$ cat config.mk
export PLATFORM = sky130hd
export DESIGN_NAME = pp_burst_framer
export DESIGN_NICKNAME = d
export VERILOG_FILES = /design/src/rtl/pp_pkg.sv /design/src/rtl/pp_bit_timer.sv /design/src/rtl/pp_scrambler.sv /design/src/rtl/pp_tx_burst.sv /design/src/rtl/pp_rx_burst.sv /design/src/rtl/pp_burst_framer.sv
export SDC_FILE = /design/constraint.sdc
export NUM_CORES = 1
export LEC_CHECK = 0
export ABC_AREA = 1
export BUFFER_PORTS_ARGS = -buffer_cell sky130_fd_sc_hd__buf_2
export CAP_MARGIN = 0
export CORE_UTILIZATION = 35
export CTS_CLUSTER_DIAMETER = 30
export CTS_CLUSTER_SIZE = 12
export DETAILED_ROUTE_END_ITERATION = 7
export GPL_ROUTABILITY_DRIVEN = 0
export HOLD_SLACK_MARGIN = 0.06
export PLACE_DENSITY_LB_ADDON = 0.1
export SYNTH_ARGS = -nofsm -noshare
export SYNTH_HDL_FRONTEND = slang
export SYNTH_SLANG_ARGS = --single-unit
$ cat constraint.sdc
create_clock -name clk -period 5.4 [get_ports clk]
set_clock_uncertainty 0.05 [all_clocks]
set_input_delay 1.08 -clock clk [delete_from_list [all_inputs] [get_ports clk]]
set_output_delay 1.08 -clock clk [all_outputs]
set_load 0.03 [all_outputs]
$ cat src/rtl/pp_pkg.sv
// Package: shared constants and types for the ping-pong burst framer.
// Assumes one line per framer instance; the constants are defaults only.
package pp_pkg;
    localparam int FRAME_BITS_DEF = 96;
    localparam int HALF_BITS_DEF  = 48;
    localparam int B_BITS_DEF     = 16;
    localparam int D_BITS_DEF     = 2;
    localparam int SCR_LEN_DEF    = 23;
    localparam int SCR_TAP_DEF    = 5;

    typedef enum logic [1:0] {
        RX_IDLE = 2'd0,
        RX_HUNT = 2'd1,
        RX_CAPT = 2'd2,
        RX_DONE = 2'd3
    } rx_state_e;
endpackage

$ cat src/rtl/pp_bit_timer.sv
// Module: frame slot counter. It presents the slot number of the current
// bit period. frame_sync forces slot 0; otherwise the slot wraps at
// FRAME_BITS-1. Assumes frame_sync is only meaningful when bit_en is high.
module pp_bit_timer #(
    parameter int FRAME_BITS = 96,
    localparam int SW = $clog2(FRAME_BITS)
) (
    input  logic          clk,
    input  logic          rst_n,
    input  logic          bit_en,
    input  logic          frame_sync,
    output logic [SW-1:0] slot
);
    logic [SW-1:0] cnt_q;

    // Slot of the current bit period: forced by sync, else successor.
    always_comb begin
        if (frame_sync || cnt_q == SW'(FRAME_BITS - 1))
            slot = '0;
        else
            slot = cnt_q + SW'(1);
    end

    // Remember the slot once its bit period has been taken.
    always_ff @(posedge clk) begin
        if (!rst_n)
            cnt_q <= SW'(FRAME_BITS - 1);
        else if (bit_en)
            cnt_q <= slot;
    end
endmodule

$ cat src/rtl/pp_scrambler.sv
// Module: self-synchronizing scrambler / descrambler with taps at TAP and
// LEN. With DESCRAMBLE=0 the history holds output bits (scrambler). With
// DESCRAMBLE=1 it holds input bits (descrambler), so it relocks on its own.
// Assumes the history is advanced only for payload bits.
module pp_scrambler #(
    parameter int LEN        = 23,
    parameter int TAP        = 5,
    parameter bit DESCRAMBLE = 1'b0
) (
    input  logic clk,
    input  logic rst_n,
    input  logic adv,
    input  logic din,
    output logic dout
);
    logic [LEN-1:0] hist_q;
    logic           fb;

    // Output bit: input mixed with the two tapped history bits.
    assign dout = din ^ hist_q[TAP-1] ^ hist_q[LEN-1];

    // Choose the bit that enters the history according to the variant.
    generate
        if (DESCRAMBLE) begin : g_desc
            assign fb = din;
        end else begin : g_scr
            assign fb = dout;
        end
    endgenerate

    // Shift the history once per payload bit.
    always_ff @(posedge clk) begin
        if (!rst_n)
            hist_q <= '0;
        else if (adv)
            hist_q <= {hist_q[LEN-2:0], fb};
    end
endmodule

$ cat src/rtl/pp_tx_burst.sv
// Module: transmit burst builder. In slot 0 it sends the framing '1' and
// captures the payload. It then sends scrambled B bits, clear D bits and
// the M bit, and zeros for the rest of the frame. line_tx is registered.
// Assumes tick marks a bit period and slot is that period's frame slot.
module pp_tx_burst #(
    parameter int B_BITS  = 16,
    parameter int D_BITS  = 2,
    parameter int SW      = 7,
    parameter int SCR_LEN = 23,
    parameter int SCR_TAP = 5,
    localparam int PAY = B_BITS + D_BITS + 1
) (
    input  logic              clk,
    input  logic              rst_n,
    input  logic              tick,
    input  logic [SW-1:0]     slot,
    input  logic [B_BITS-1:0] tx_b,
    input  logic [D_BITS-1:0] tx_d,
    input  logic              tx_m,
    output logic              line_tx
);
    logic [PAY-1:0] pay_q;
    logic           in_b, in_pay, scr_out, nxt;

    // Classify the current slot within the burst.
    assign in_b   = (slot >= SW'(1)) && (slot <= SW'(B_BITS));
    assign in_pay = (slot >= SW'(1)) && (slot <= SW'(PAY));

    pp_scrambler #(.LEN(SCR_LEN), .TAP(SCR_TAP), .DESCRAMBLE(1'b0)) u_scr (
        .clk  (clk),
        .rst_n(rst_n),
        .adv  (tick && in_b),
        .din  (pay_q[0]),
        .dout (scr_out)
    );

    // Pick the line bit for the current slot.
    always_comb begin
        if (slot == '0)
            nxt = 1'b1;
        else if (in_b)
            nxt = scr_out;
        else if (in_pay)
            nxt = pay_q[0];
        else
            nxt = 1'b0;
    end

    // Register the line bit; load the payload at slot 0, shift through it.
    always_ff @(posedge clk) begin
        if (!rst_n) begin
            line_tx <= 1'b0;
            pay_q   <= '0;
        end else if (tick) begin
            line_tx <= nxt;
            if (slot == '0)
                pay_q <= {tx_m, tx_d, tx_b};
            else if (in_pay)
                pay_q <= pay_q >> 1;
        end
    end
endmodule

$ cat src/rtl/pp_rx_burst.sv
// Module: receive burst aligner. From slot HALF_BITS it hunts for the first
// '1' and then shifts in PAY payload bits; the B part is descrambled. When
// the M bit arrives it updates the fields with a one-clock valid strobe.
// At slot 0 it flags loss of frame if the previous hunt or capture had not
// finished. Assumes tick and slot come from the shared bit timer.
module pp_rx_burst #(
    parameter int B_BITS    = 16,
    parameter int D_BITS    = 2,
    parameter int HALF_BITS = 48,
    parameter int SW        = 7,
    parameter int SCR_LEN   = 23,
    parameter int SCR_TAP   = 5,
    localparam int PAY = B_BITS + D_BITS + 1,
    localparam int PW  = $clog2(PAY + 1)
) (
    input  logic              clk,
    input  logic              rst_n,
    input  logic              tick,
    input  logic [SW-1:0]     slot,
    input  logic              line_rx,
    output logic [B_BITS-1:0] rx_b,
    output logic [D_BITS-1:0] rx_d,
    output logic              rx_m,
    output logic              rx_valid,
    output logic              rx_lof
);
    import pp_pkg::*;

    rx_state_e      state_q;
    logic [PW-1:0]  pos_q;
    logic [PAY-1:0] cap_q, cap_n;
    logic           hunting, in_b, desc_out, rx_bit;

    // Hunt in HUNT state, or starting at the first receive slot.
    assign hunting = (state_q == RX_HUNT) ||
                     (state_q == RX_IDLE && slot == SW'(HALF_BITS));
    assign in_b    = (state_q == RX_CAPT) && (pos_q < PW'(B_BITS));

    pp_scrambler #(.LEN(SCR_LEN), .TAP(SCR_TAP), .DESCRAMBLE(1'b1)) u_desc (
        .clk  (clk),
        .rst_n(rst_n),
        .adv  (tick && slot != '0 && in_b),
        .din  (line_rx),
        .dout (desc_out)
    );

    // Payload bit to keep: descrambled in the B field, raw otherwise.
    assign rx_bit = in_b ? desc_out : line_rx;
    assign cap_n  = {rx_bit, cap_q[PAY-1:1]};

    // Burst hunt, capture and field delivery.
    always_ff @(posedge clk) begin
        if (!rst_n) begin
            state_q  <= RX_IDLE;
            pos_q    <= '0;
            cap_q    <= '0;
            rx_b     <= '0;
            rx_d     <= '0;
            rx_m     <= 1'b0;
            rx_valid <= 1'b0;
            rx_lof   <= 1'b0;
        end else begin
            rx_valid <= 1'b0;
            if (tick) begin
                if (slot == '0) begin
                    if (state_q == RX_HUNT || state_q == RX_CAPT)
                        rx_lof <= 1'b1;
                    state_q <= RX_IDLE;
                end else if (hunting) begin
                    if (line_rx) begin
                        state_q <= RX_CAPT;
                        pos_q   <= '0;
                    end else begin
                        state_q <= RX_HUNT;
                    end
                end else if (state_q == RX_CAPT) begin
                    cap_q <= cap_n;
                    pos_q <= pos_q + PW'(1);
                    if (pos_q == PW'(PAY - 1)) begin
                        state_q  <= RX_DONE;
                        rx_valid <= 1'b1;
                        rx_lof   <= 1'b0;
                        rx_b     <= cap_n[B_BITS-1:0];
                        rx_d     <= cap_n[B_BITS+D_BITS-1:B_BITS];
                        rx_m     <= cap_n[PAY-1];
                    end
                end
            end
        end
    end
endmodule

$ cat src/rtl/pp_burst_framer.sv
// Module: top of the single-line ping-pong burst framer. It joins the slot
// timer, the transmit burst builder and the receive burst aligner.
// Assumes bit_en pulses once per line bit and frame_sync comes with bit_en.
module pp_burst_framer #(
    parameter int FRAME_BITS = pp_pkg::FRAME_BITS_DEF,
    parameter int HALF_BITS  = pp_pkg::HALF_BITS_DEF,
    parameter int B_BITS     = pp_pkg::B_BITS_DEF,
    parameter int D_BITS     = pp_pkg::D_BITS_DEF,
    parameter int SCR_LEN    = pp_pkg::SCR_LEN_DEF,
    parameter int SCR_TAP    = pp_pkg::SCR_TAP_DEF
) (
    input  logic              clk,
    input  logic              rst_n,
    input  logic              bit_en,
    input  logic              frame_sync,
    input  logic [B_BITS-1:0] tx_b,
    input  logic [D_BITS-1:0] tx_d,
    input  logic              tx_m,
    output logic              line_tx,
    input  logic              line_rx,
    output logic [B_BITS-1:0] rx_b,
    output logic [D_BITS-1:0] rx_d,
    output logic              rx_m,
    output logic              rx_valid,
    output logic              rx_lof
);
    localparam int SW = $clog2(FRAME_BITS);

    logic          tick;
    logic [SW-1:0] slot;

    assign tick = bit_en;

    pp_bit_timer #(.FRAME_BITS(FRAME_BITS)) u_timer (
        .clk       (clk),
        .rst_n     (rst_n),
        .bit_en    (bit_en),
        .frame_sync(frame_sync),
        .slot      (slot)
    );

    pp_tx_burst #(
        .B_BITS(B_BITS), .D_BITS(D_BITS), .SW(SW),
        .SCR_LEN(SCR_LEN), .SCR_TAP(SCR_TAP)
    ) u_tx (
        .clk    (clk),
        .rst_n  (rst_n),
        .tick   (tick),
        .slot   (slot),
        .tx_b   (tx_b),
        .tx_d   (tx_d),
        .tx_m   (tx_m),
        .line_tx(line_tx)
    );

    pp_rx_burst #(
        .B_BITS(B_BITS), .D_BITS(D_BITS), .HALF_BITS(HALF_BITS), .SW(SW),
        .SCR_LEN(SCR_LEN), .SCR_TAP(SCR_TAP)
    ) u_rx (
        .clk     (clk),
        .rst_n   (rst_n),
        .tick    (tick),
        .slot    (slot),
        .line_rx (line_rx),
        .rx_b    (rx_b),
        .rx_d    (rx_d),
        .rx_m    (rx_m),
        .rx_valid(rx_valid),
        .rx_lof  (rx_lof)
    );
endmodule

==> Word-level counts from Yosys, hierarchy flattened <==
Cells that the tools add are included.
{ "op_classes": {"add_sub_neg": 2, "n_lt_le_gt_ge": 4, "n_eq_ne": 8, "muxes": 21, "bitwise_logic": 9, "n_reduce_logical": 26} }
{ "ops": {"columns": ["operator", "count"], "rows": [
  ["$mux 19", 2],
  ["$mux 5", 3],
  ["$le 7x5->1 const B", 2],
  ["$mux 1", 10],
  ["$mux 2", 5],
  ["$reduce_and 5->1", 2],
  ["$reduce_and 4->1", 2],
  ["$reduce_bool 2->1", 4],
  ["$add 7x1->7 const B", 1],
  ["$eq 7x6->1 const B", 1],
  ["$eq 7x7->1 const B", 1],
  ["$ge 7x1->1 const B", 1],
  ["$logic_and 1x1->1", 7],
  ["$logic_not 7->1", 1],
  ["$mux 7", 1],
  ["$reduce_bool 7->1", 1],
  ["$ne 2x2->1 const B", 3],
  ["$reduce_bool 3->1", 2],
  ["$add 5x1->5 const B", 1],
  ["$eq 5x5->1 const B", 1],
  ["$lt 5x5->1 const B", 1],
  ["$not 1->1", 5],
  ["$reduce_or 5->1", 1],
  ["$xor 1x1->1", 4],
  ["other kinds (6)", 8]
]} }
{ "totals": {"ff_bits": 120, "inputBits": 24} }

==> Longest topological paths before layout <==
{ "logic_depth": {"ltp_word": 8, "ltp_mapped": 16, "mapped_depth_nobuf": 14} }

==> Modules after synthesis <==
Synthesis repeated with hierarchy kept, for this count alone.
{ "unflattened": {"cells_unflattened": 735, "area_unflattened_um2": 5187.5} }
{ "modules_own_cells": {"columns": ["mod", "n_inst", "cells_per_inst", "area_each_um2"], "rows": [
  ["pp_rx_burst", 1, 267, 1963.1],
  ["pp_tx_burst", 1, 189, 1148.6],
  ["pp_scrambler at u_rx.u_desc", 1, 108, 834.6],
  ["pp_scrambler at u_tx.u_scr", 1, 106, 834.6],
  ["pp_bit_timer", 1, 65, 406.6]
]} }

==> Least setup slack after synthesis <==
Ideal clock, no wire load.
{ "synth_timing": {"path_kind": "input to register", "from": "input frame_sync", "to": "register u_rx.cap_q[11]", "setup_time_ns": 0.116, "t_arrival_ns": 2.312, "slack_ns": 2.922, "stages": 13, "path_buffers": 1, "path_cell_list": "inv_1 o21ai_0 nand2_1 nand3_1 nor2_1 nand3_2 nand2_4 nor2_8 nand2_4 inv_2 buf_4 nor2_1 nor2_1"} }
{ "synth_between": {"elab_chain_cells": 7} }
{ "synth_rtl": {"columns": ["element", "line", "source"], "rows": [
  ["start, declared", "pp_burst_framer.sv:15", "input logic frame_sync,"],
  ["$logic_or 1x1->1 (*)", "pp_bit_timer.sv:18", "if (frame_sync || cnt_q == SW'(FRAME_BITS - 1))"],
  ["$mux 7 (*)", "pp_bit_timer.sv:18", null],
  ["$eq 7x6->1", "pp_rx_burst.sv:36", "(state_q == RX_IDLE && slot == SW'(HALF_BITS));"],
  ["$logic_and 1x1->1", "pp_rx_burst.sv:36", null],
  ["$logic_or 1x1->1", "pp_rx_burst.sv:35", "assign hunting = (state_q == RX_HUNT) ||"],
  ["$not 1->1 (no source line)", null, null],
  ["$reduce_and 4->1 (no source line) (*)", null, null],
  ["end signal, assigned", "pp_rx_burst.sv:77", "cap_q <= cap_n;"],
  ["end, declared", "pp_rx_burst.sv:31", "logic [PAY-1:0] cap_q, cap_n;"]
]} }
Mark *: on every way between the ends. The rest lies on a longest branch, timed or not.
A chain may end at the register's enable or synchronous reset.

==> Final worst setup path <==
{ "layout_timing": {"from": "input frame_sync", "to": "register u_tx.u_scr.hist_q[12]"} }
{ "layout_between": {"elab_chain_cells": 5} }
{ "layout_rtl": {"columns": ["element", "line", "source"], "rows": [
  ["$logic_or 1x1->1 (*)", "pp_bit_timer.sv:18", null],
  ["$mux 7 (*)", "pp_bit_timer.sv:18", null],
  ["$ge 7x1->1 or $le 7x5->1 (tied branches)", "pp_tx_burst.sv:26", "assign in_b = (slot >= SW'(1)) && (slot <= SW'(B_BITS));"],
  ["$logic_and 1x1->1 (*)", "pp_tx_burst.sv:26", null],
  ["$logic_and 1x1->1 (*)", "pp_tx_burst.sv:32", ".adv (tick && in_b),"],
  ["end signal, assigned", "pp_scrambler.sv:36", "hist_q <= {hist_q[LEN-2:0], fb};"],
  ["end, declared", "pp_scrambler.sv:16", "logic [LEN-1:0] hist_q;"]
]} }
Marked as above.

==> reports/qor.yml <==
post_cts_buffers: 0
critPathLaunchType: "primary input"
dieArea_mm2: 0.0148
fill_cells: 1476
insertion_delay_ns: 0.41
drive_above_1_share_pct: 13.6
layout_common_cells: "119 x dfxtp_1, 108 x nand2_1, 85 x o21ai_0, 78 x a21oi_1, 71 x inv_1"
drcViolationCount: 0
avgSynthCellArea_um2: 7.56
nets: 724
start_util_pct: 36.0
highest_layer: "met4"
grt_pass1_wl_um: 17600
root_buffer: "clkbuf_16"
yosys_warnings: 0
ir_drop_v: 0.000224
hold_depth: 2
timing.final.crit_share_pct: 57.0
tightestPinTransition_ns: 1.00
crit_path_end_kind: "flip-flop"
max_freq_mhz: 325
fin_crit_ns: 3.08
die_w_um: 122
drt.antenna.violating_nets: 0
core_area_mm2: 0.0139
cts_hold_buffers: 0
wl_met1_um: 5200
p_leak_nw: 2.51
numPortBuffers: 45
cts_tree: "done"
num_antenna_cells: 0
criticalPathCategory: "in -> reg"
netlist_area_mm2: 0.00502
relSlewSlack_pct: 33.1
outcome: "completed"
synth_top_area_share_pct: 47.4
maxCapViolCount: 0
met2_length_um: 4370
cts_htree_levels: 4
ys_seq_area_share_pct: 47.4
grt_util_all_layers_pct: 15.0
syn-num-nets: 694
met3_length_um: 385
drv_slew: 0
viasPerCell: 4.74
stdcell_count: 886
grt_max_degree: 67
worstPathArrival_ns: 3.36
overflow: 0
syn2layout_area_growth_pct: 16.0
dp_hpwl_um: 6250
ys_ff_latch: 119
fin_setup_tns_ns: 0
final_common_cell: "dfxtp_1"
crit_fanout: 24
first_iter_violations: 208
reg2reg_depth: 11
power.density_mw_per_mm2: 391
yosysTopAreaCell: "dfxtp_1"
timing.final.hold_violations: 0
finish.instance_area_mm2: 0.00583
grt_setup_unrepaired: "false"
hold_path.class: "reg -> reg"
cts-resized-gates: 0
die_h_um: 122
grt_pass1_vias: 3965
io_pins: 46
first_pass_iters: 4
ctsLongestPathBuffers: 2
synth_cells: 664
clk_pin_slew_ns: 0.06
cts_buffers: 17
required_ns: 5.68
rows: 43
antenna_found_initial: 0
synth.distinct_cells: 29
cts_sinks: 119
totalWireLength_um: 10100
post_drt_wl_per_cell_um: 11.4
synth_area_leaders: "dfxtp_1 47%, o21ai_0 8.5%, nand2_1 8.1%"
dp.cells: 855
num_vias: 4202
setup_viol: 0
place_area_mm2: 0.00530
==> synth_stat cells <==
master and instances:
nor2_1 59, o31ai_1 2, nand4_1 6, nand3_4 1, nand2_2 2, xnor2_1 4, nand2_1 108, xor2_1 3
nand3_2 3, nor2_8 2, buf_2 6, nand2_4 4, clkbuf_1 20, a21oi_1 78, inv_2 4, o21bai_1 1
nand3_1 57, or2_2 1, dfxtp_1 119, buf_6 5, ha_1 6, buf_1 2, buf_4 3, o21ai_0 85
inv_1 71, o21ai_1 7, nor3_1 1, nor2_4 3, a21oi_4 1
==> registers in the layout, indices dropped and copies added (netlist names), 2 cells and up <==
register / count
u_rx.cap_q: 18
u_rx.rx_d: 2
u_rx.state_q: 2
u_tx.pay_q: 19
u_rx.u_desc.hist_q: 23
u_rx.rx_b: 16
u_timer.cnt_q: 7
u_rx.pos_q: 5
u_tx.u_scr.hist_q: 23
==> cell type report <==
type / count / area [um2] / share of cell area (%)
flip-flops and latches: 119 / 2380 / 40.9
multi-input cells: 434 / 2170 / 37.2
clock buffers: 21 / 450 / 7.73
inverters: 75 / 282 / 4.83
repair buffers: 47 / 240 / 4.12
well taps: 180 / 225 / 3.87
clock inverters: 10 / 81.3 / 1.40
==> metrics by stage <==
stage	setup slack, ns	hold slack (ns)	utilization (%)	power (W)
finish	2.32	0.398	41.8	0.00228
global route	1.90	0.420	41.8	0.00240
CTS	2.30	0.403	41.8	0.00231
detailed placement	1.87	0.396	38.0	0.00128
global placement	1.94	0.389	38.0	0.00127
floorplan	2.92	0.380	-	0.00123
==> final timing paths <==
| check | slack, ns | start | to |
|---|---|---|---|
| setup / recovery | 2.32 | frame_sync | u_tx.u_scr.hist_q[12] |
| hold / removal | 0.40 | u_tx.u_scr.hist_q[19] | u_tx.u_scr.hist_q[20] |
| setup reg to reg | 2.34 | u_timer.cnt_q[0] | u_tx.u_scr.hist_q[12] |
| hold reg to reg | 0.40 | u_tx.u_scr.hist_q[19] | u_tx.u_scr.hist_q[20] |
==> cells by family after synthesis <==
| kind of cell | after synthesis | synth area share, % |
|---|---|---|
| and+or+nand+nor | 247 | 22.7 |
| DFF | 119 | 47.4 |
| buffers and inverters | 111 | 9.42 |
| xor gates and xnor gates | 7 | 1.22 |
| AOI/OAI and AO/OA | 174 | 17.7 |
| adders and majority gates | 6 | 1.50 |
==> worst max-delay path, stage by stage <==
cell,delay [ns]
buf_2,0.07
inv_1,0.07
o21ai_1,0.11
inv_1,0.07
nand2_1,0.17
inv_1,0.08
o21ai_1,0.13
nand4_1,0.69
inv_2,0.59
o21ai_0,0.13
a21oi_1,0.16
==> power breakdown <==
part | internal, W | switching [W] | total [W]
clock | 0.000635 | 0.000382 | 0.00102
sequential | 0.000940 | 0.0000293 | 0.000969
combinational | 0.0000930 | 0.000198 | 0.000291
total | 0.00167 | 0.000609 | 0.00228
==> metal layers <==
metal  track usage, %  vias to the layer above
met3             4.82                       12
met5                0                        -
met4             6.56                        0
met1             18.4                     1909
li1                 -                     2227
met2             23.9                       54
(Power assumes the default switching activity.)
